--- src/rtl/sc_status_pkg.sv ---
package sc_status_pkg;

    localparam int unsigned WORD_W   = 32;
    localparam int unsigned BIT_OVR  = 5;
    localparam int unsigned BIT_CTS  = 4;
    localparam int unsigned BIT_RBRK = 3;
    localparam int unsigned BIT_TRDY = 2;
    localparam int unsigned BIT_ALLS = 1;
    localparam int unsigned BIT_LBRK = 0;
    localparam int unsigned USED_W   = 6;

    typedef struct packed {
        logic tx_ready;
        logic all_sent;
    } tx_state_t;

endpackage

--- src/rtl/sc_sync.sv ---
module sc_sync #(
    parameter int unsigned STAGES = 2
) (
    input  logic clk,
    input  logic rst_n,
    input  logic async_i,
    output logic sync_o
);

    logic [STAGES-1:0] chain_d;
    logic [STAGES-1:0] chain_q;

    generate
        if (STAGES == 1) begin : g_one
            always_comb chain_d = async_i;
        end else begin : g_many
            always_comb chain_d = {chain_q[STAGES-2:0], async_i};
        end
    endgenerate

    always_ff @(posedge clk or negedge rst_n) begin
        if (!rst_n) chain_q <= '0;
        else        chain_q <= chain_d;
    end

    assign sync_o = chain_q[STAGES-1];

endmodule

--- src/rtl/sc_flag.sv ---
module sc_flag (
    input  logic clk,
    input  logic rst_n,
    input  logic set_i,
    input  logic clr_i,
    output logic flag_o
);

    logic flag_d;
    logic flag_q;

    always_comb begin
        flag_d = flag_q;
        if (clr_i) flag_d = 1'b0;
        if (set_i) flag_d = 1'b1;
    end

    always_ff @(posedge clk or negedge rst_n) begin
        if (!rst_n) flag_q <= 1'b0;
        else        flag_q <= flag_d;
    end

    assign flag_o = flag_q;

    AST_FLAG_SET_WINS: assert property (@(posedge clk) disable iff (!rst_n)
        set_i |=> flag_q) else $error("flag lost a set event");
    AST_FLAG_HOLD: assert property (@(posedge clk) disable iff (!rst_n)
        (!set_i && !clr_i) |=> $stable(flag_q)) else $error("flag moved without cause");

endmodule

--- src/rtl/sc_tx_track.sv ---
module sc_tx_track
    import sc_status_pkg::*;
#(
    parameter int unsigned TX_DEPTH = 8,
    parameter int unsigned CNT_W    = $clog2(TX_DEPTH + 1)
) (
    input  logic             clk,
    input  logic             rst_n,
    input  logic [CNT_W-1:0] free_slots_i,
    input  logic             shift_empty_i,
    output logic             tx_ready_o,
    output logic             all_sent_o
);

    localparam logic [CNT_W-1:0] FULL_FREE = CNT_W'(TX_DEPTH);

    tx_state_t st_d;
    tx_state_t st_q;

    always_comb begin
        st_d          = st_q;
        st_d.tx_ready = (free_slots_i != '0);
        st_d.all_sent = (free_slots_i == FULL_FREE) && shift_empty_i;
    end

    always_ff @(posedge clk or negedge rst_n) begin
        if (!rst_n) st_q <= '{tx_ready: 1'b1, all_sent: 1'b1};
        else        st_q <= st_d;
    end

    assign tx_ready_o = st_q.tx_ready;
    assign all_sent_o = st_q.all_sent;

    AST_TX_NO_SLOT: assert property (@(posedge clk) disable iff (!rst_n)
        (free_slots_i == '0) |=> !tx_ready_o) else $error("ready with full FIFO");
    AST_ALLSENT_IMPLIES_READY: assert property (@(posedge clk) disable iff (!rst_n)
        all_sent_o |-> tx_ready_o) else $error("all sent but not ready");

endmodule

--- src/rtl/sc_status_reg.sv ---
module sc_status_reg
    import sc_status_pkg::*;
#(
    parameter int unsigned ADDR_W      = 4,
    parameter logic [ADDR_W-1:0] REG_ADDR = 4'hC,
    parameter int unsigned TX_DEPTH    = 8,
    parameter int unsigned SYNC_STAGES = 2,
    parameter int unsigned CNT_W       = $clog2(TX_DEPTH + 1)
) (
    input  logic              clk,
    input  logic              rst_n,
    input  logic [ADDR_W-1:0] reg_addr,
    input  logic              reg_wr_en,
    input  logic [31:0]       reg_wdata,
    output logic [31:0]       reg_rdata,
    input  logic              evt_overrun,
    input  logic              evt_break_rx,
    input  logic              evt_frame_rx,
    input  logic              cts_pin,
    input  logic [CNT_W-1:0]  tx_free_slots,
    input  logic              tx_shift_empty
);

    logic wr_hit;
    logic clr_ovr;
    logic clr_lbrk;
    logic ovr_q;
    logic rbrk_q;
    logic lbrk_q;
    logic cts_s;
    logic tx_ready;
    logic all_sent;
    logic [WORD_W-1:0] word;
    logic unused_wdata;

    assign wr_hit   = reg_wr_en && (reg_addr == REG_ADDR);
    assign clr_ovr  = wr_hit && !reg_wdata[BIT_OVR];
    assign clr_lbrk = wr_hit && !reg_wdata[BIT_LBRK];
    assign unused_wdata = ^{reg_wdata[31:6], reg_wdata[4:1]};

    sc_sync #(.STAGES(SYNC_STAGES)) i_cts_sync (
        .clk     (clk),
        .rst_n   (rst_n),
        .async_i (cts_pin),
        .sync_o  (cts_s)
    );

    sc_flag i_ovr_flag (
        .clk    (clk),
        .rst_n  (rst_n),
        .set_i  (evt_overrun),
        .clr_i  (clr_ovr),
        .flag_o (ovr_q)
    );

    sc_flag i_rbrk_flag (
        .clk    (clk),
        .rst_n  (rst_n),
        .set_i  (evt_break_rx),
        .clr_i  (evt_frame_rx),
        .flag_o (rbrk_q)
    );

    sc_flag i_lbrk_flag (
        .clk    (clk),
        .rst_n  (rst_n),
        .set_i  (evt_break_rx),
        .clr_i  (clr_lbrk),
        .flag_o (lbrk_q)
    );

    sc_tx_track #(.TX_DEPTH(TX_DEPTH), .CNT_W(CNT_W)) i_tx_track (
        .clk           (clk),
        .rst_n         (rst_n),
        .free_slots_i  (tx_free_slots),
        .shift_empty_i (tx_shift_empty),
        .tx_ready_o    (tx_ready),
        .all_sent_o    (all_sent)
    );

    always_comb begin
        word           = '0;
        word[BIT_OVR]  = ovr_q | evt_overrun;
        word[BIT_CTS]  = cts_s;
        word[BIT_RBRK] = rbrk_q;
        word[BIT_TRDY] = tx_ready;
        word[BIT_ALLS] = all_sent;
        word[BIT_LBRK] = lbrk_q;
        reg_rdata      = (reg_addr == REG_ADDR) ? word : '0;
    end

    AST_RSVD_ZERO: assert property (@(posedge clk) disable iff (!rst_n)
        reg_rdata[31:USED_W] == '0) else $error("reserved bits nonzero");
    AST_OVR_SAME_CYCLE: assert property (@(posedge clk) disable iff (!rst_n)
        (evt_overrun && reg_addr == REG_ADDR) |-> reg_rdata[BIT_OVR]) else $error("overrun not immediate");
    AST_RBRK_AUTO_CLR: assert property (@(posedge clk) disable iff (!rst_n)
        (evt_frame_rx && !evt_break_rx) |=> !rbrk_q) else $error("receive break not cleared");
    AST_LBRK_STICKY: assert property (@(posedge clk) disable iff (!rst_n)
        (lbrk_q && !clr_lbrk) |=> lbrk_q) else $error("latched break dropped");
    AST_OVR_W1_KEEP: assert property (@(posedge clk) disable iff (!rst_n)
        (ovr_q && wr_hit && reg_wdata[BIT_OVR]) |=> ovr_q) else $error("write one cleared overrun");

endmodule

--- config.mk ---
export PLATFORM = sky130hd
export DESIGN_NAME = sc_status_reg
export DESIGN_NICKNAME = d
export VERILOG_FILES = /design/src/rtl/sc_status_pkg.sv /design/src/rtl/sc_sync.sv /design/src/rtl/sc_flag.sv /design/src/rtl/sc_tx_track.sv /design/src/rtl/sc_status_reg.sv
export SDC_FILE = /design/constraint.sdc
export NUM_CORES = 1
export LEC_CHECK = 0
export ABC_AREA = 1
export BUFFER_PORTS_ARGS = -buffer_cell sky130_fd_sc_hd__buf_2
export CAP_MARGIN = 20
export CORE_MARGIN = 4
export CORE_UTILIZATION = 32
export CTS_BUF_LIST = sky130_fd_sc_hd__clkbuf_8
export DETAILED_ROUTE_END_ITERATION = 6
export PLACE_DENSITY_LB_ADDON = 0.3
export SETUP_SLACK_MARGIN = 0.05
export SYNTH_ARGS = -nofsm -noshare
export SYNTH_HDL_FRONTEND = slang
export SYNTH_HIERARCHICAL = 1
export SYNTH_SLANG_ARGS = --single-unit
--- constraint.sdc ---
create_clock -name clk -period 1.5 [get_ports clk]
set_input_delay 0.15 -clock clk [delete_from_list [all_inputs] [get_ports clk]]
set_output_delay 0.15 -clock clk [all_outputs]
set_load 0.01 [all_outputs]
==> metrics.cfg <==
[run_status]
status=completed

[worst_setup_path]
cp.arrival_ns=0.98
critPathBufInv=2
worstPathCellList=inv_1 -> nor2_1 -> buf_2
crit_path_max_incr_delay_ns=0.51
path_class=reg2out
reg2reg_setup_slack_ns=0.92
cp_slowest_cell=dfstp_2
worstPathMaxFanout=1
cp.required_ns=1.35
critPathCaptureType=output port
cpLargestDelayFamily=flip-flops
cp-start-kind=flop

[hold_path]
min_path_type=in2reg

[grt]
grt_remaining_overflow=0
grt_pass1_wl_um=1390
antenna_found_initial=0
track_usage_pct=7.45
grt_max_degree=8
first_global_vias=363

[power_and_ir_drop]
p_seq_share_pct=37.3
ir_drop_uv=406
swShare_pct=25.1
comb_power_share_pct=15.1
power_per_cell_area_nw_per_um2=865
p_leak_nw=0.416
power_frac_clock_pct=47.6
switchingPower_mw=0.134
finalPower_mw=0.533
p_int_mw=0.399

[clock_network]
clk_pin_slew_ns=0.04
cts_hold_buf=1
numCtsBuffers=3
ctsRootBufferMaster=clkbuf_8
htreeDepth=1
clock_latency_ns=0.22
cts_tree=done
cts_resized=0
cts_setup_buffers=0
cts_sinks=7
clockBufferDepth=2

[routing]
drc=0
first_pass_iters=4
drt-initial-drc-count=3
ant_nets=0
avgRoutedWirePerCell_um=8.05
wirelength_um=926
vias=410
via_per_inst=3.57

[job]
drv_cap=0

[synth]
synthCells=72
synth_top_area_share_pct=37.0
synth_seq_cells=7
ys.warnings.count=6
synth.top_cells.by_area=buf_4, dfrtp_1, dfstp_2
avgSynthCellArea_um2=7.33
syn_area_um2=528
yosysTopAreaCell=buf_4
yosysSeqAreaShare_pct=33.6
synth_cell_types=10

[cells_and_area]
multi_input_area_um2=200
stdcell_count=115
postLayoutCellArea_um2=617
fin_util_pct=40.0
area_delta_synth_final_pct=16.8
fin_nets=148
fill_cells=176
seqCellArea_um2=178
layout_commonest_cell=conb_1
diodes=0
final_cell_mix=conb_1, buf_2, inv_1, nor2_1, nand2_1
drive_above_1_share_pct=31.3

[timing]
fin_skew_ns=0.0000204
finalSetupViolCount=0
fin_crit_ns=1.13
hold_viol_final=0
fmax_mhz=884
tns_ns=0
drv_slew=0
rsz0062_at_grt=no
fin_crit_sh_pct=75.4

[die]
rows=14
die_h_um=48.6
dieArea_um2=2360
die_w_um=48.6
core_um2=1540
ios=80
initial_core_util_pct=34.3

[place]
dpl.hpwl_um=794
post_dp_cell_area_um2=562
place.port_buffers=23
gp_congestion=0.623
dp.cells=110

[area by class of cell]
cell class | count | area share (%)
Multi-Input combinational cell | 51 | 32.5
Timing Repair Buffer | 24 | 20.3
Inverter | 13 | 7.91
Sequential cell | 7 | 28.8
Tap cell | 16 | 3.25
Clock buffer | 3 | 6.69
Clock inverter | 1 | 0.609
[logic make-up after synthesis]
logic type	share of synthesized area (%)
and+or+nand+nor	19.4
buffers and inverters	46.2
DFF	33.6
other	0.710
[synthesized netlist by cell type]
cell type  number
buf_4          26
inv_1          13
nor2_1         11
nand2_1        10
dfrtp_1         5
dfstp_2         2
nor2_2          2
conb_1          1
nand2_2         1
nand3_1         1
[worst reg2reg max path: stages (launching register included)]
cell and delay, ns:
dfrtp_1 0.37, nand2_1 0.06, nand2_1 0.04
[layer usage]
metal  part of all wire [%]  global-route usage [%]  up-vias
met1                     31                    6.39      169
met5                      0                       0        -
met3                     19                    4.60        0
met4                      0                    5.38        0
met2                     49                    12.4       35
li1                       -                       -      206
[registers in the layout (all words and copies together), names as in the netlist]
register and cells:
i_cts_sync/chain_q 2, i_ovr_flag/flag_o 1, i_lbrk_flag/flag_o 1, i_tx_track/all_sent_o 1, i_tx_track/tx_ready_o 1, i_rbrk_flag/flag_o 1
[final timing paths]
check,depth (start not counted),from,endpoint
min reg2reg,0,i_cts_sync/chain_q[0]$_DFF_PN0_,i_cts_sync/chain_q[1]$_DFF_PN0_
max,3,i_tx_track/tx_ready_o$_DFF_PN1_,reg_rdata[2]
max in group asynchronous,2,rst_n,i_tx_track/tx_ready_o$_DFF_PN1_
max reg2reg,2,i_ovr_flag/flag_o$_DFFE_PN0P_,i_ovr_flag/flag_o$_DFFE_PN0P_
min,1,cts_pin,i_cts_sync/chain_q[0]$_DFF_PN0_
min in group asynchronous,2,rst_n,i_cts_sync/chain_q[0]$_DFF_PN0_
[power groups by stage]
stage / logic [mW] / registers [mW] / clock network [mW]
after floorplan: 0.0956 / 0.201 / 0
after global placement: 0.0760 / 0.201 / 0
after detailed placement: 0.0777 / 0.201 / 0
after CTS: 0.0801 / 0.199 / 0.264
after global routing: 0.0908 / 0.200 / 0.270
final: 0.0805 / 0.199 / 0.254
[metrics by stage]
step | setup slack [ns] | hold slack (ns)
after floorplan | 0.657 | -0.146
after global placement | 0.613 | -0.0100
after detailed placement | 0.598 | -0.00601
after CTS | 0.352 | 0.0264
after global routing | 0.305 | 0.0252
final | 0.369 | 0.0325
(Power assumes the default switching activity.)
